===== config.mk =====
export PLATFORM = sky130hd
export DESIGN_NAME = pci_cfg_hdr
export DESIGN_NICKNAME = d
export VERILOG_FILES = /design/src/rtl/pci_cfg_pkg.sv /design/src/rtl/pci_cfg_decode.sv /design/src/rtl/pci_cfg_bar_slot.sv /design/src/rtl/pci_cfg_rsp_timer.sv /design/src/rtl/pci_cfg_hdr.sv
export SDC_FILE = /design/constraint.sdc
export NUM_CORES = 1
export LEC_CHECK = 0
export BUFFER_PORTS_ARGS = -buffer_cell sky130_fd_sc_hd__buf_2
export CORE_MARGIN = 2
export CORE_UTILIZATION = 25
export CTS_BUF_LIST = sky130_fd_sc_hd__clkbuf_8
export DETAILED_ROUTE_END_ITERATION = 7
export REMOVE_ABC_BUFFERS = 1
export SYNTH_ARGS = -nofsm -noshare
export SYNTH_HDL_FRONTEND = slang
export SYNTH_HIERARCHICAL = 1
export SYNTH_SLANG_ARGS = --single-unit

===== constraint.sdc =====
create_clock -name clk_i -period 3.8 [get_ports clk_i]
set_clock_uncertainty 0.1 [all_clocks]
set_input_delay 0.76 -clock clk_i [delete_from_list [all_inputs] [get_ports clk_i]]
set_output_delay 0.76 -clock clk_i [all_outputs]
set_load 0.05 [all_outputs]

===== src/rtl/pci_cfg_pkg.sv =====
package pci_cfg_pkg;
  localparam int HDR_BYTES = 64;
  localparam int NUM_BAR   = 6;
  localparam int BAR_IW    = 3;

  localparam logic [7:0] OFF_VENDOR = 8'h00;
  localparam logic [7:0] OFF_DEVICE = 8'h02;
  localparam logic [7:0] OFF_CMD    = 8'h04;
  localparam logic [7:0] OFF_STAT   = 8'h06;
  localparam logic [7:0] OFF_REV    = 8'h08;
  localparam logic [7:0] OFF_PROG   = 8'h09;
  localparam logic [7:0] OFF_SUBCLS = 8'h0A;
  localparam logic [7:0] OFF_CLASS  = 8'h0B;
  localparam logic [7:0] OFF_CLS    = 8'h0C;
  localparam logic [7:0] OFF_LAT    = 8'h0D;
  localparam logic [7:0] OFF_HDR    = 8'h0E;
  localparam logic [7:0] OFF_BAR0   = 8'h10;
  localparam logic [7:0] OFF_SSVID  = 8'h2C;
  localparam logic [7:0] OFF_SSID   = 8'h2E;
  localparam logic [7:0] OFF_ROM    = 8'h30;
  localparam logic [7:0] OFF_ILINE  = 8'h3C;
  localparam logic [7:0] OFF_IPIN   = 8'h3D;
  localparam logic [7:0] OFF_MINGNT = 8'h3E;
  localparam logic [7:0] OFF_MAXLAT = 8'h3F;

  typedef enum logic [3:0] {
    WA_NONE,
    WA_ILINE,
    WA_CLS,
    WA_LAT,
    WA_CMD16,
    WA_STAT16,
    WA_CMD32,
    WA_BAR,
    WA_ROM
  } wr_act_e;

  typedef struct packed {
    logic              err;
    wr_act_e           act;
    logic [BAR_IW-1:0] bar_idx;
  } acc_dec_t;
endpackage


===== src/rtl/pci_cfg_decode.sv =====
module pci_cfg_decode import pci_cfg_pkg::*; (
  input  logic       write_i,
  input  logic [7:0] offset_i,
  input  logic [2:0] size_i,
  output acc_dec_t   dec_o
);
  logic [8:0] end_w;
  logic       size_ok;
  logic       bound_err;
  logic       in_bar;
  logic [7:0] bar_rel;

  assign end_w     = {1'b0, offset_i} + {6'b0, size_i};
  assign size_ok   = (size_i == 3'd1) || (size_i == 3'd2) || (size_i == 3'd4);
  assign bound_err = end_w > 9'(HDR_BYTES);
  assign bar_rel   = offset_i - OFF_BAR0;
  assign in_bar    = (offset_i >= OFF_BAR0) && (offset_i < OFF_BAR0 + 8'(4 * NUM_BAR))
                     && (offset_i[1:0] == 2'b00);

  always_comb begin
    dec_o.err     = ~size_ok | bound_err;
    dec_o.act     = WA_NONE;
    dec_o.bar_idx = '0;
    if (write_i && !dec_o.err) begin
      unique case (size_i)
        3'd1: begin
          unique case (offset_i)
            OFF_ILINE: dec_o.act = WA_ILINE;
            OFF_CLS:   dec_o.act = WA_CLS;
            OFF_LAT:   dec_o.act = WA_LAT;
            OFF_IPIN, OFF_MINGNT, OFF_MAXLAT, OFF_CLASS, OFF_REV: dec_o.act = WA_NONE;
            default:   dec_o.err = 1'b1;
          endcase
        end
        3'd2: begin
          unique case (offset_i)
            OFF_CMD:  dec_o.act = WA_CMD16;
            OFF_STAT: dec_o.act = WA_STAT16;
            OFF_CLS:  dec_o.act = WA_CLS;
            default:  dec_o.err = 1'b1;
          endcase
        end
        default: begin
          if (in_bar) begin
            dec_o.act     = WA_BAR;
            dec_o.bar_idx = BAR_IW'(bar_rel >> 2);
          end else if (offset_i == OFF_ROM) begin
            dec_o.act = WA_ROM;
          end else if (offset_i == OFF_CMD) begin
            dec_o.act = WA_CMD32;
          end
        end
      endcase
    end
  end
endmodule


===== src/rtl/pci_cfg_bar_slot.sv =====
module pci_cfg_bar_slot #(
  parameter bit          LEGACY    = 1'b0,
  parameter logic [31:0] BAR_SIZE  = 32'h0000_1000,
  parameter logic [31:0] BAR_RESET = 32'h0
) (
  input  logic        clk_i,
  input  logic        rst_ni,
  input  logic        wr_i,
  input  logic [31:0] wdata_i,
  output logic [31:0] bar_o,
  output logic [31:0] base_o,
  output logic        chg_o
);
  localparam logic [31:0] PROBE_MASK = ~(BAR_SIZE - 32'd1);

  if (LEGACY) begin : g_legacy
    logic unused_in;
    assign unused_in = ^{clk_i, rst_ni, wr_i, wdata_i};
    assign bar_o  = '0;
    assign base_o = BAR_RESET;
    assign chg_o  = 1'b0;
  end else begin : g_live
    logic [31:0] bar_q, base_q;
    logic        chg_q;
    logic [31:0] attr_mask, new_hi;
    logic        probe, base_upd;

    assign attr_mask = bar_q[0] ? 32'h0000_0003 : 32'h0000_000F;
    assign probe     = &wdata_i;
    assign new_hi    = (probe ? PROBE_MASK : wdata_i) & ~attr_mask;
    assign base_upd  = wr_i && !probe && (new_hi != '0);

    always_ff @(posedge clk_i or negedge rst_ni) begin
      if (!rst_ni) begin
        bar_q  <= BAR_RESET;
        base_q <= '0;
        chg_q  <= 1'b0;
      end else begin
        chg_q <= base_upd;
        if (wr_i)     bar_q  <= new_hi | (bar_q & attr_mask);
        if (base_upd) base_q <= new_hi;
      end
    end

    assign bar_o  = bar_q;
    assign base_o = base_q;
    assign chg_o  = chg_q;

    AST_BAR_ATTR_KEEP: assert property (@(posedge clk_i) disable iff (!rst_ni)
      wr_i |=> ((bar_q & $past(attr_mask)) == ($past(bar_q) & $past(attr_mask))));
    AST_BASE_NONZERO: assert property (@(posedge clk_i) disable iff (!rst_ni)
      chg_q |-> (base_q != '0));
  end
endmodule


===== src/rtl/pci_cfg_rsp_timer.sv =====
module pci_cfg_rsp_timer #(
  parameter int unsigned LATENCY = 2
) (
  input  logic        clk_i,
  input  logic        rst_ni,
  input  logic        accept_i,
  input  logic        err_i,
  input  logic [31:0] rdata_i,
  output logic        ready_o,
  output logic        rsp_valid_o,
  output logic        rsp_err_o,
  output logic [31:0] rsp_rdata_o
);
  localparam int CW = (LATENCY > 2) ? $clog2(LATENCY) : 1;

  logic          busy_q, err_q;
  logic [CW-1:0] cnt_q;
  logic [31:0]   data_q;

  assign rsp_valid_o = busy_q && (cnt_q == '0);
  assign ready_o     = ~busy_q;
  assign rsp_err_o   = rsp_valid_o & err_q;
  assign rsp_rdata_o = rsp_valid_o ? data_q : '0;

  always_ff @(posedge clk_i or negedge rst_ni) begin
    if (!rst_ni) begin
      busy_q <= 1'b0;
      err_q  <= 1'b0;
      cnt_q  <= '0;
      data_q <= '0;
    end else if (accept_i) begin
      busy_q <= 1'b1;
      err_q  <= err_i;
      cnt_q  <= CW'(LATENCY - 1);
      data_q <= err_i ? '0 : rdata_i;
    end else if (rsp_valid_o) begin
      busy_q <= 1'b0;
    end else if (busy_q) begin
      cnt_q <= cnt_q - CW'(1);
    end
  end

  AST_RSP_SINGLE: assert property (@(posedge clk_i) disable iff (!rst_ni)
    rsp_valid_o |=> !rsp_valid_o);
  AST_ACCEPT_BLOCKS: assert property (@(posedge clk_i) disable iff (!rst_ni)
    accept_i |=> !ready_o);
endmodule


===== src/rtl/pci_cfg_hdr.sv =====
module pci_cfg_hdr import pci_cfg_pkg::*; #(
  parameter int unsigned CFG_LATENCY      = 2,
  parameter logic [15:0] VENDOR_ID        = 16'hABCD,
  parameter logic [15:0] DEVICE_ID        = 16'h0123,
  parameter logic [7:0]  REVISION_ID      = 8'h01,
  parameter logic [23:0] CLASS_CODE       = 24'h020000,
  parameter logic [7:0]  HEADER_TYPE      = 8'h00,
  parameter logic [15:0] SUBSYS_VENDOR_ID = 16'h0000,
  parameter logic [15:0] SUBSYS_ID        = 16'h0000,
  parameter logic [7:0]  INT_LINE_INIT    = 8'h00,
  parameter logic [7:0]  INT_PIN          = 8'h01,
  parameter logic [7:0]  MIN_GRANT        = 8'h00,
  parameter logic [7:0]  MAX_LATENCY      = 8'h00,
  parameter logic [NUM_BAR*32-1:0] BAR_SIZE = {32'h0, 32'h0, 32'h0, 32'h0, 32'h100, 32'h1000},
  parameter logic [NUM_BAR*32-1:0] BAR_INIT = {32'h0, 32'h0, 32'h0, 32'h0, 32'h1, 32'h0},
  parameter logic [NUM_BAR-1:0]    BAR_LEGACY = '0
) (
  input  logic                  clk_i,
  input  logic                  rst_ni,
  input  logic                  req_valid_i,
  output logic                  req_ready_o,
  input  logic                  req_write_i,
  input  logic [7:0]            req_offset_i,
  input  logic [2:0]            req_size_i,
  input  logic [31:0]           req_wdata_i,
  output logic                  rsp_valid_o,
  output logic                  rsp_err_o,
  output logic [31:0]           rsp_rdata_o,
  output logic [NUM_BAR*32-1:0] bar_base_o,
  output logic                  range_chg_o,
  output logic [NUM_BAR-1:0]    range_bar_o
);
  acc_dec_t dec;
  logic     accept, do_wr;

  pci_cfg_decode u_dec (
    .write_i (req_write_i),
    .offset_i(req_offset_i),
    .size_i  (req_size_i),
    .dec_o   (dec)
  );

  assign accept = req_valid_i & req_ready_o;
  assign do_wr  = accept & req_write_i & ~dec.err;

  logic [31:0]        bar_rd [NUM_BAR];
  logic [NUM_BAR-1:0] bar_chg;

  for (genvar g = 0; g < NUM_BAR; g++) begin : g_bar
    pci_cfg_bar_slot #(
      .LEGACY   (BAR_LEGACY[g]),
      .BAR_SIZE (BAR_SIZE[g*32 +: 32]),
      .BAR_RESET(BAR_INIT[g*32 +: 32])
    ) u_bar (
      .clk_i  (clk_i),
      .rst_ni (rst_ni),
      .wr_i   (do_wr && (dec.act == WA_BAR) && (dec.bar_idx == BAR_IW'(g))),
      .wdata_i(req_wdata_i),
      .bar_o  (bar_rd[g]),
      .base_o (bar_base_o[g*32 +: 32]),
      .chg_o  (bar_chg[g])
    );
  end

  assign range_bar_o = bar_chg;
  assign range_chg_o = |bar_chg;

  logic [15:0] cmd_q, stat_q;
  logic [7:0]  cls_q, lat_q, iline_q;
  logic [31:0] rom_q;

  always_ff @(posedge clk_i or negedge rst_ni) begin
    if (!rst_ni) begin
      cmd_q   <= '0;
      stat_q  <= '0;
      cls_q   <= '0;
      lat_q   <= '0;
      iline_q <= INT_LINE_INIT;
      rom_q   <= '0;
    end else if (do_wr) begin
      unique case (dec.act)
        WA_ILINE:  iline_q <= req_wdata_i[7:0];
        WA_CLS:    cls_q   <= req_wdata_i[7:0];
        WA_LAT:    lat_q   <= req_wdata_i[7:0];
        WA_CMD16:  cmd_q   <= req_wdata_i[15:0];
        WA_STAT16: stat_q  <= req_wdata_i[15:0];
        WA_CMD32: begin
          cmd_q  <= req_wdata_i[15:0];
          stat_q <= req_wdata_i[31:16];
        end
        WA_ROM:    rom_q <= (req_wdata_i == 32'hFFFF_FFFE) ? '1 : req_wdata_i;
        default: ;
      endcase
    end
  end

  // Byte image of the header
  logic [7:0] hdr_b [HDR_BYTES];
  always_comb begin
    for (int i = 0; i < HDR_BYTES; i++) hdr_b[i] = '0;
    hdr_b[OFF_VENDOR]     = VENDOR_ID[7:0];
    hdr_b[OFF_VENDOR + 1] = VENDOR_ID[15:8];
    hdr_b[OFF_DEVICE]     = DEVICE_ID[7:0];
    hdr_b[OFF_DEVICE + 1] = DEVICE_ID[15:8];
    hdr_b[OFF_CMD]        = cmd_q[7:0];
    hdr_b[OFF_CMD + 1]    = cmd_q[15:8];
    hdr_b[OFF_STAT]       = stat_q[7:0];
    hdr_b[OFF_STAT + 1]   = stat_q[15:8];
    hdr_b[OFF_REV]        = REVISION_ID;
    hdr_b[OFF_PROG]       = CLASS_CODE[7:0];
    hdr_b[OFF_SUBCLS]     = CLASS_CODE[15:8];
    hdr_b[OFF_CLASS]      = CLASS_CODE[23:16];
    hdr_b[OFF_CLS]        = cls_q;
    hdr_b[OFF_LAT]        = lat_q;
    hdr_b[OFF_HDR]        = HEADER_TYPE;
    for (int b = 0; b < NUM_BAR; b++)
      for (int k = 0; k < 4; k++)
        hdr_b[int'(OFF_BAR0) + 4*b + k] = bar_rd[b][8*k +: 8];
    hdr_b[OFF_SSVID]      = SUBSYS_VENDOR_ID[7:0];
    hdr_b[OFF_SSVID + 1]  = SUBSYS_VENDOR_ID[15:8];
    hdr_b[OFF_SSID]       = SUBSYS_ID[7:0];
    hdr_b[OFF_SSID + 1]   = SUBSYS_ID[15:8];
    for (int k = 0; k < 4; k++) hdr_b[int'(OFF_ROM) + k] = rom_q[8*k +: 8];
    hdr_b[OFF_ILINE]      = iline_q;
    hdr_b[OFF_IPIN]       = INT_PIN;
    hdr_b[OFF_MINGNT]     = MIN_GRANT;
    hdr_b[OFF_MAXLAT]     = MAX_LATENCY;
  end

  logic [31:0] rd_word;
  always_comb begin
    rd_word = '0;
    for (int k = 0; k < 4; k++)
      if (k < int'(req_size_i))
        rd_word[8*k +: 8] = hdr_b[req_offset_i[5:0] + 6'(k)];
  end

  pci_cfg_rsp_timer #(.LATENCY(CFG_LATENCY)) u_rsp (
    .clk_i      (clk_i),
    .rst_ni     (rst_ni),
    .accept_i   (accept),
    .err_i      (dec.err),
    .rdata_i    (req_write_i ? 32'h0 : rd_word),
    .ready_o    (req_ready_o),
    .rsp_valid_o(rsp_valid_o),
    .rsp_err_o  (rsp_err_o),
    .rsp_rdata_o(rsp_rdata_o)
  );

  AST_ERR_HOLDS_STATE: assert property (@(posedge clk_i) disable iff (!rst_ni)
    (accept && dec.err) |=> ($stable(cmd_q) && $stable(stat_q) && $stable(cls_q) &&
                             $stable(lat_q) && $stable(iline_q) && $stable(rom_q) &&
                             !range_chg_o));
  AST_RANGE_ONEHOT: assert property (@(posedge clk_i) disable iff (!rst_ni)
    $onehot0(range_bar_o));
  AST_ROM_PROBE: assert property (@(posedge clk_i) disable iff (!rst_ni)
    (accept && req_write_i && req_size_i == 3'd4 && req_offset_i == OFF_ROM &&
     req_wdata_i == 32'hFFFF_FFFE) |=> (rom_q == 32'hFFFF_FFFF));
endmodule


==> results of run 1 <==
## final timing paths
kind | to | slack [ns] | depth (start not counted)
setup / recovery | g_bar[1].u_bar/base_o[11] | -0.12 | 19
hold / removal | g_bar[4].u_bar/bar_o[25] | 0.39 | 3
setup reg to reg | u_rsp/data_q[1] | 0.92 | 8
hold reg to reg | g_bar[4].u_bar/base_o[30] | 0.39 | 1
max in group asynchronous | g_bar[5].u_bar/base_o[25] | 2.00 | 3
min in group asynchronous | g_bar[1].u_bar/bar_o[7] | 0.59 | 2
## power breakdown
group          total, mW  switching (mW)  internal (mW)  leakage [nW]
clock network       5.03            2.34           2.68          1.00
registers           5.08          0.0628           5.02          5.81
logic               2.44            1.59          0.857          10.7
## kinds of logic (layout without fill, tap and decap cells)
kind of cell	after synthesis	in the layout	share of synthesized area [%]
DFF	469	469	39.1
and+or+nand+nor	617	617	10.9
xor gates and xnor gates	27	27	1.05
AOI/OAI and AO/OA	594	600	13.6
muxes	481	481	26.5
adders and majority gates	14	14	0.591
other	7	49	0.0874
buffers and inverters	467	1069	8.31
## repair_timing
item                       CTS  global route
pin swaps                   10            11
gates cloned                12            16
hold endpoints to repair    57             0
hold buffers                 1             0
gates resized for setup     51            64
buffers inserted            41             9
setup endpoints to repair  369           406
## cell usage after synthesis (24+ instances only)
library cell  count  area [sq um]
buf_2            49           245
nor4_1           52           325
o22ai_1          50           313
mux2i_1          91           911
o22a_1           44           385
nor3_1           53           265
dfrtp_1         469         11700
nand3b_1         31           233
mux2_4           42           631
nand3_1          24           120
buf_4            72           541
inv_1           220           826
nor2_1           84           315
mux2_2          113          1270
a21oi_1          93           465
mux4_2          222          5000
clkbuf_1         64           240
nand4_1          74           463
o21ai_0         173           866
buf_6            36           405
nand2_1         217           815
a22o_1           89           780
## layout make-up
| cell class | instances | area (sq um) | share of cell area, % |
|---|---|---|---|
| Clock inverter | 49 | 370 | 0.962 |
| Sequential cell | 469 | 11700 | 30.5 |
| Tap cell | 1612 | 2020 | 5.24 |
| Timing Repair Buffer | 694 | 5740 | 14.9 |
| Multi-Input combinational cell | 1783 | 16400 | 42.5 |
| Antenna cell | 5 | 12.5 | 0.0325 |
| Clock buffer | 100 | 1380 | 3.58 |
| Inverter | 226 | 861 | 2.24 |
## critical path, stage by stage
cell and delay [ns]:
buf_8 0.10, ha_4 0.16, fa_2 0.38, xor2_2 0.16
nor3_2 0.24, a311o_1 0.22, a21oi_2 0.07, nand4b_1 0.19
nand3b_1 0.23, or3b_4 0.48, nor3_2 0.14, buf_4 0.17
nand2_4 0.06, nor2_4 0.15, o21ai_4 0.09, a21oi_4 0.16
buf_6 0.16, buf_12 0.14, mux2_4 0.30
## registers in the layout (all words and copies together) (netlist names)
| signal | count |
|---|---|
| g_bar.u_bar/bar_o | 170 |
| g_bar.u_bar/base_o | 170 |
| rom_q | 32 |
| u_rsp/data_q | 32 |
| cmd_q | 16 |
| stat_q | 16 |
| cls_q | 8 |
| iline_q | 8 |
| lat_q | 8 |
| g_bar.u_bar/chg_o | 6 |
| u_rsp/busy_q | 1 |
| u_rsp/cnt_q | 1 |
| u_rsp/err_q | 1 |
## per-stage QoR
step	std cells	area, sq um	hold slack (ns)
after global placement	4714	35300	0.371
after CTS	4915	37900	0.344
after global routing	4937	38500	0.381
after detailed placement	4714	35300	0.376
final	4938	38500	0.391
after floorplan	2472	28500	0.364
## routing by layer
| layer | share of wire, % | vias to the layer above | global-route usage, % |
|---|---|---|---|
| met4 | 4.4 | 8 | 8.55 |
| met3 | 10 | 351 | 5.07 |
| met2 | 44 | 1703 | 30.8 |
| met5 | 0.031 | - | 0 |
| met1 | 41 | 13569 | 28.0 |
| li1 | - | 11217 | - |
==> impl_metrics.py, run 1 <==
metrics = {
    "run_status": {
        "status": "finished with violations",
        "violations": "setup timing",
    },
    "detailed_routing": {
        "drt_iter0_drc": 3133,
        "drc": 0,
        "dr.pass1.iters": 5,
        "vias": 26848,
        "viasPerCell": 5.44,
        "antenna_left": 0,
        "route.detailed.wl_per_inst_microns": 26.6,
        "drt-total-wl_mm": 131,
    },
    "floorplanning": {
        "die_y_microns": 351,
        "core_area_sq_um": 120000,
        "io_pins": 281,
        "die_x_microns": 351,
        "row_count": 127,
        "start_util_pct": 25.1,
        "die-area_sq_um": 123000,
    },
    "final_layout": {
        "area_growth_pct": 28.0,
        "utilization_pct": 32.2,
        "drive_gt1_share_pct": 39.3,
        "num-fill-cells": 12141,
        "mostFrequentLayoutCells": "dfrtp_1 (469), buf_4 (346), buf_2 (253)",
        "layout_commonest_cell": "dfrtp_1",
        "final_nets": 3316,
    },
    "sta": {
        "worst_pin_slew_ns": 1.07,
        "rsz0062_at_grt": "true",
        "fin_crit_ns": 3.92,
        "clock.fmax_mhz": 255,
        "hold_viol_final": 0,
        "fin_ws_ns": -0.118,
        "fin_setup_tns_ns": -9.00,
        "drv_slew": 0,
        "timing.final.crit_share_pct": 103,
        "maxSlewHeadroom_pct": 28.9,
        "setup_viol": 150,
    },
    "placed_design": {
        "numPortBuffers": 258,
        "hpwl_mm": 90.6,
        "place_worst_setup_slack_ns": -1.29,
        "gp_congestion": 0.954,
    },
    "power_and_ir_drop": {
        "ir_drop_mv": 0.272,
        "p_leak_nw": 17.5,
        "total_power_mw": 12.5,
        "power.density_nw_per_um2": 326,
    },
    "global_route": {
        "grt-ovfl-total": 0,
        "grt_max_degree": 128,
        "grt_pass1_vias": 25935,
        "grt_first_pass_wirelength_mm": 186,
        "track_usage_pct": 20.5,
        "grt_antenna_before_repair": 9,
    },
    "yosys": {
        "ys_types": 100,
        "ys_seq_elements": 469,
        "synth_edf_count": 0,
        "synth_cells": 2676,
        "synthFlopType": "dfrtp_1",
        "synth_async_sr_flop_share_pct": 100,
        "syn_avg_cell_area_sq_um": 11.2,
        "synth_area_sq_um": 30100,
        "synth_warnings": 6,
        "synth-seq-area-share_pct": 39.1,
    },
    "clock_tree": {
        "cts.clk_slew.worst_paths_ns": 0.06,
        "cts-root-buf": "clkbuf_8",
        "cts_max_level": 3,
        "cts_tree": "built",
        "cts.sinks": 469,
        "cts_buffer_depth": 3,
        "cts_buffers": 83,
        "clk_latency_ns": 0.71,
    },
    "critical_path": {
        "worstReg2RegStart": "stat_q[9]",
        "start_kind": "input port",
        "worstSetupPathType": "in -> reg",
        "worstSetupStartpoint": "req_offset_i[0]",
        "cp.required_ns": 4.29,
        "crit_path_end_kind": "register",
        "cp_max_fo": 6,
        "crit_arrival_ns": 4.41,
    },
    "min_path": {
        "hold_class": "in -> reg",
        "min-delay-start": "req_wdata_i[25]",
    },
    "flow_run": {
        "drv_cap": 0,
    },
}
No activity file was read; power rests on OpenSTA's default activity.
==> run 2, diff against run 1 <==
==> constraint.sdc (replaced) <==
create_clock -name clk_i -period 3.8 [get_ports clk_i]
set_clock_uncertainty 0.1 [all_clocks]
set_input_delay 0.19 -clock clk_i [delete_from_list [all_inputs] [get_ports clk_i]]
set_output_delay 0.19 -clock clk_i [all_outputs]
set_load 0.05 [all_outputs]
==> run 2 against run 1 <==
Against the previous run: the flow now finishes without violations; sequential power about the same; largest power group is now clock; total power grew 1.0%; cell area shrank 3.5%; worst hold slack lost 0.36 ns; worst setup slack improved by 0.30 ns; non-clock buffer count is 72 lower; die area is the same; via count down 2.7%; register-to-register slack got worse by 0.02 ns; clock power grew 4.2%; critical endpoint is now g_bar[1].u_bar/base_o[26]; global-route usage fell by 0.57 points; first-iteration DRC count down 16%.
==> impl_metrics.py, run 2 (synthesis results as in run 1) <==
metrics = {
    "final_layout": {
        "mostFrequentLayoutCells": "dfrtp_1 (469), buf_4 (298), buf_2 (254)",
        "area_growth_pct": 23.5,
        "drive_gt1_share_pct": 36.6,
        "final-instance-count-excl-fill": 4861,
        "utilization_pct": 31.0,
        "ff_latch_area_sq_um": 11700,
        "multiInputGateArea_sq_um": 16100,
        "final_nets": 3240,
        "layout_commonest_cell": "dfrtp_1",
        "num-fill-cells": 12221,
        "fin_area_sq_um": 37100,
    },
    "sta": {
        "fin_hold_ws_ns": 0.0350,
        "timing.final.crit_share_pct": 95.3,
        "drv_slew": 0,
        "maxSlewHeadroom_pct": 24.3,
        "fin_ws_ns": 0.179,
        "clock.fmax_mhz": 276,
        "rsz0062_at_grt": "false",
        "fin_crit_ns": 3.62,
        "setup_viol": 0,
        "fin_setup_tns_ns": 0,
        "hold_viol_final": 0,
        "worst_pin_slew_ns": 1.14,
    },
    "floorplanning": {
        "die-area_sq_um": 123000,
        "io_pins": 281,
        "start_util_pct": 25.1,
        "row_count": 127,
        "die_y_microns": 351,
        "die_x_microns": 351,
        "core_area_sq_um": 120000,
    },
    "detailed_routing": {
        "vias": 26133,
        "drt-total-wl_mm": 125,
        "drt_iter0_drc": 2623,
        "antenna_left": 0,
        "route.detailed.wl_per_inst_microns": 25.8,
        "dr.pass1.iters": 5,
        "drc": 0,
        "viasPerCell": 5.38,
    },
    "critical_path": {
        "worstSetupPathType": "in -> reg",
        "crit_arrival_ns": 4.15,
        "cp.depth": 18,
        "critPathMaxStageDelay_ns": 0.50,
        "worstRegToRegCells": 13,
        "critical_path_buf_inv_count": 4,
        "r2r-end": "g_bar[1].u_bar/base_o[26]",
        "cp_max_fo": 13,
        "path_delay_family": "simple AND/OR/NAND/NOR gates",
        "crit_chain": "buf_8 -> ha_1 -> fa_1 -> a21o_2 -> nor4b_4 -> a2bb2oi_2 -> nand2_2 -> a2111oi_4 -> or3b_4 -> nor3_2 -> buf_4 -> nand2_1 -> nor2_2 -> o21ai_4 -> a21oi_4 -> buf_12 -> clkbuf_16 -> mux2_4",
        "crit_path_end_kind": "register",
        "cp.required_ns": 4.32,
        "r2r_setup_slack_ns": 0.90,
        "worstReg2RegStart": "u_rsp/busy_q",
        "crit_slowest_cell": "or3b_4",
        "start_kind": "input port",
    },
    "placed_design": {
        "numPortBuffers": 258,
        "placed_area_sq_um": 34800,
        "hpwl_mm": 89.3,
        "placed_cells": 4659,
        "gp_congestion": 0.996,
        "place_worst_setup_slack_ns": -0.735,
    },
    "min_path": {
        "hold_class": "in -> async",
    },
    "power_and_ir_drop": {
        "ir_drop_mv": 0.277,
        "total_power_mw": 12.7,
        "power.density_nw_per_um2": 342,
        "p_leak_nw": 16.9,
    },
    "clock_tree": {
        "cts-root-buf": "clkbuf_8",
        "clk_latency_ns": 0.75,
        "cts_max_level": 3,
        "cts_buffers": 85,
        "cts.sinks": 469,
        "cts.clk_slew.worst_paths_ns": 0.06,
        "cts_tree": "built",
        "cts_buffer_depth": 3,
    },
    "global_route": {
        "grt-ovfl-total": 0,
        "track_usage_pct": 19.9,
        "grt_antenna_before_repair": 2,
        "grt_pass1_vias": 25435,
        "grt_max_degree": 125,
        "grt_first_pass_wirelength_mm": 180,
    },
    "flow_run": {
        "drv_cap": 0,
    },
    "run_status": {
        "status": "finished, final reports clean",
    },
}
==> run 2: changes by cell type in the layout (fill, tap and decap cells not counted), sizes merged <==
cell / delta
buf: -94
dlygate4sd3: +33
inv: -6
o21ai: -6
diode: -4
bufinv: -2
clkinv: +2
clkbuf: -1
clkinvlp: +1
==> run 2: power by group <==
| part | internal [mW] | switching, mW | total, mW | leakage [nW] |
|---|---|---|---|---|
| clock | 2.78 | 2.45 | 5.24 | 1.02 |
| sequential | 5.02 | 0.0648 | 5.08 | 5.81 |
| combinational | 0.804 | 1.55 | 2.36 | 10.0 |
==> run 2: worst max-delay path by stage <==
stage,startpoint,endpoint,slack (ns)
finish,req_offset_i[0],g_bar[1].u_bar/base_o[26],0.18
global route,req_offset_i[0],g_bar[3].u_bar/base_o[25],0.01
CTS,req_offset_i[0],g_bar[2].u_bar/base_o[8],0.006
detailed placement,req_offset_i[0],g_bar[2].u_bar/base_o[8],-0.73
global placement,req_offset_i[0],g_bar[1].u_bar/base_o[16],-0.76
floorplan,req_offset_i[0],g_bar[1].u_bar/base_o[10],-3.08
==> run 2: timing repair <==
action,in CTS,in global routing
resized for setup,0,3
endpoints found under the hold margin,247,0
setup buffers,0,11
setup endpoints to repair,0,248
hold buffers,34,0
==> run 2: cell type report <==
class,instances,area share (%)
Clock buffer,110,4.08
Clock inverter,44,0.866
Sequential cell,469,31.6
Tap cell,1612,5.43
Inverter,226,2.29
Multi-Input combinational cell,1777,43.4
Antenna cell,1,0.00674
Timing Repair Buffer,622,12.3
==> run 2: metal layers <==
layer / track usage [%] / wire [microns]
met5: 0 / 0
met4: 8.16 / 5370
met3: 4.79 / 13200
met2: 29.7 / 54400
met1: 27.5 / 52300
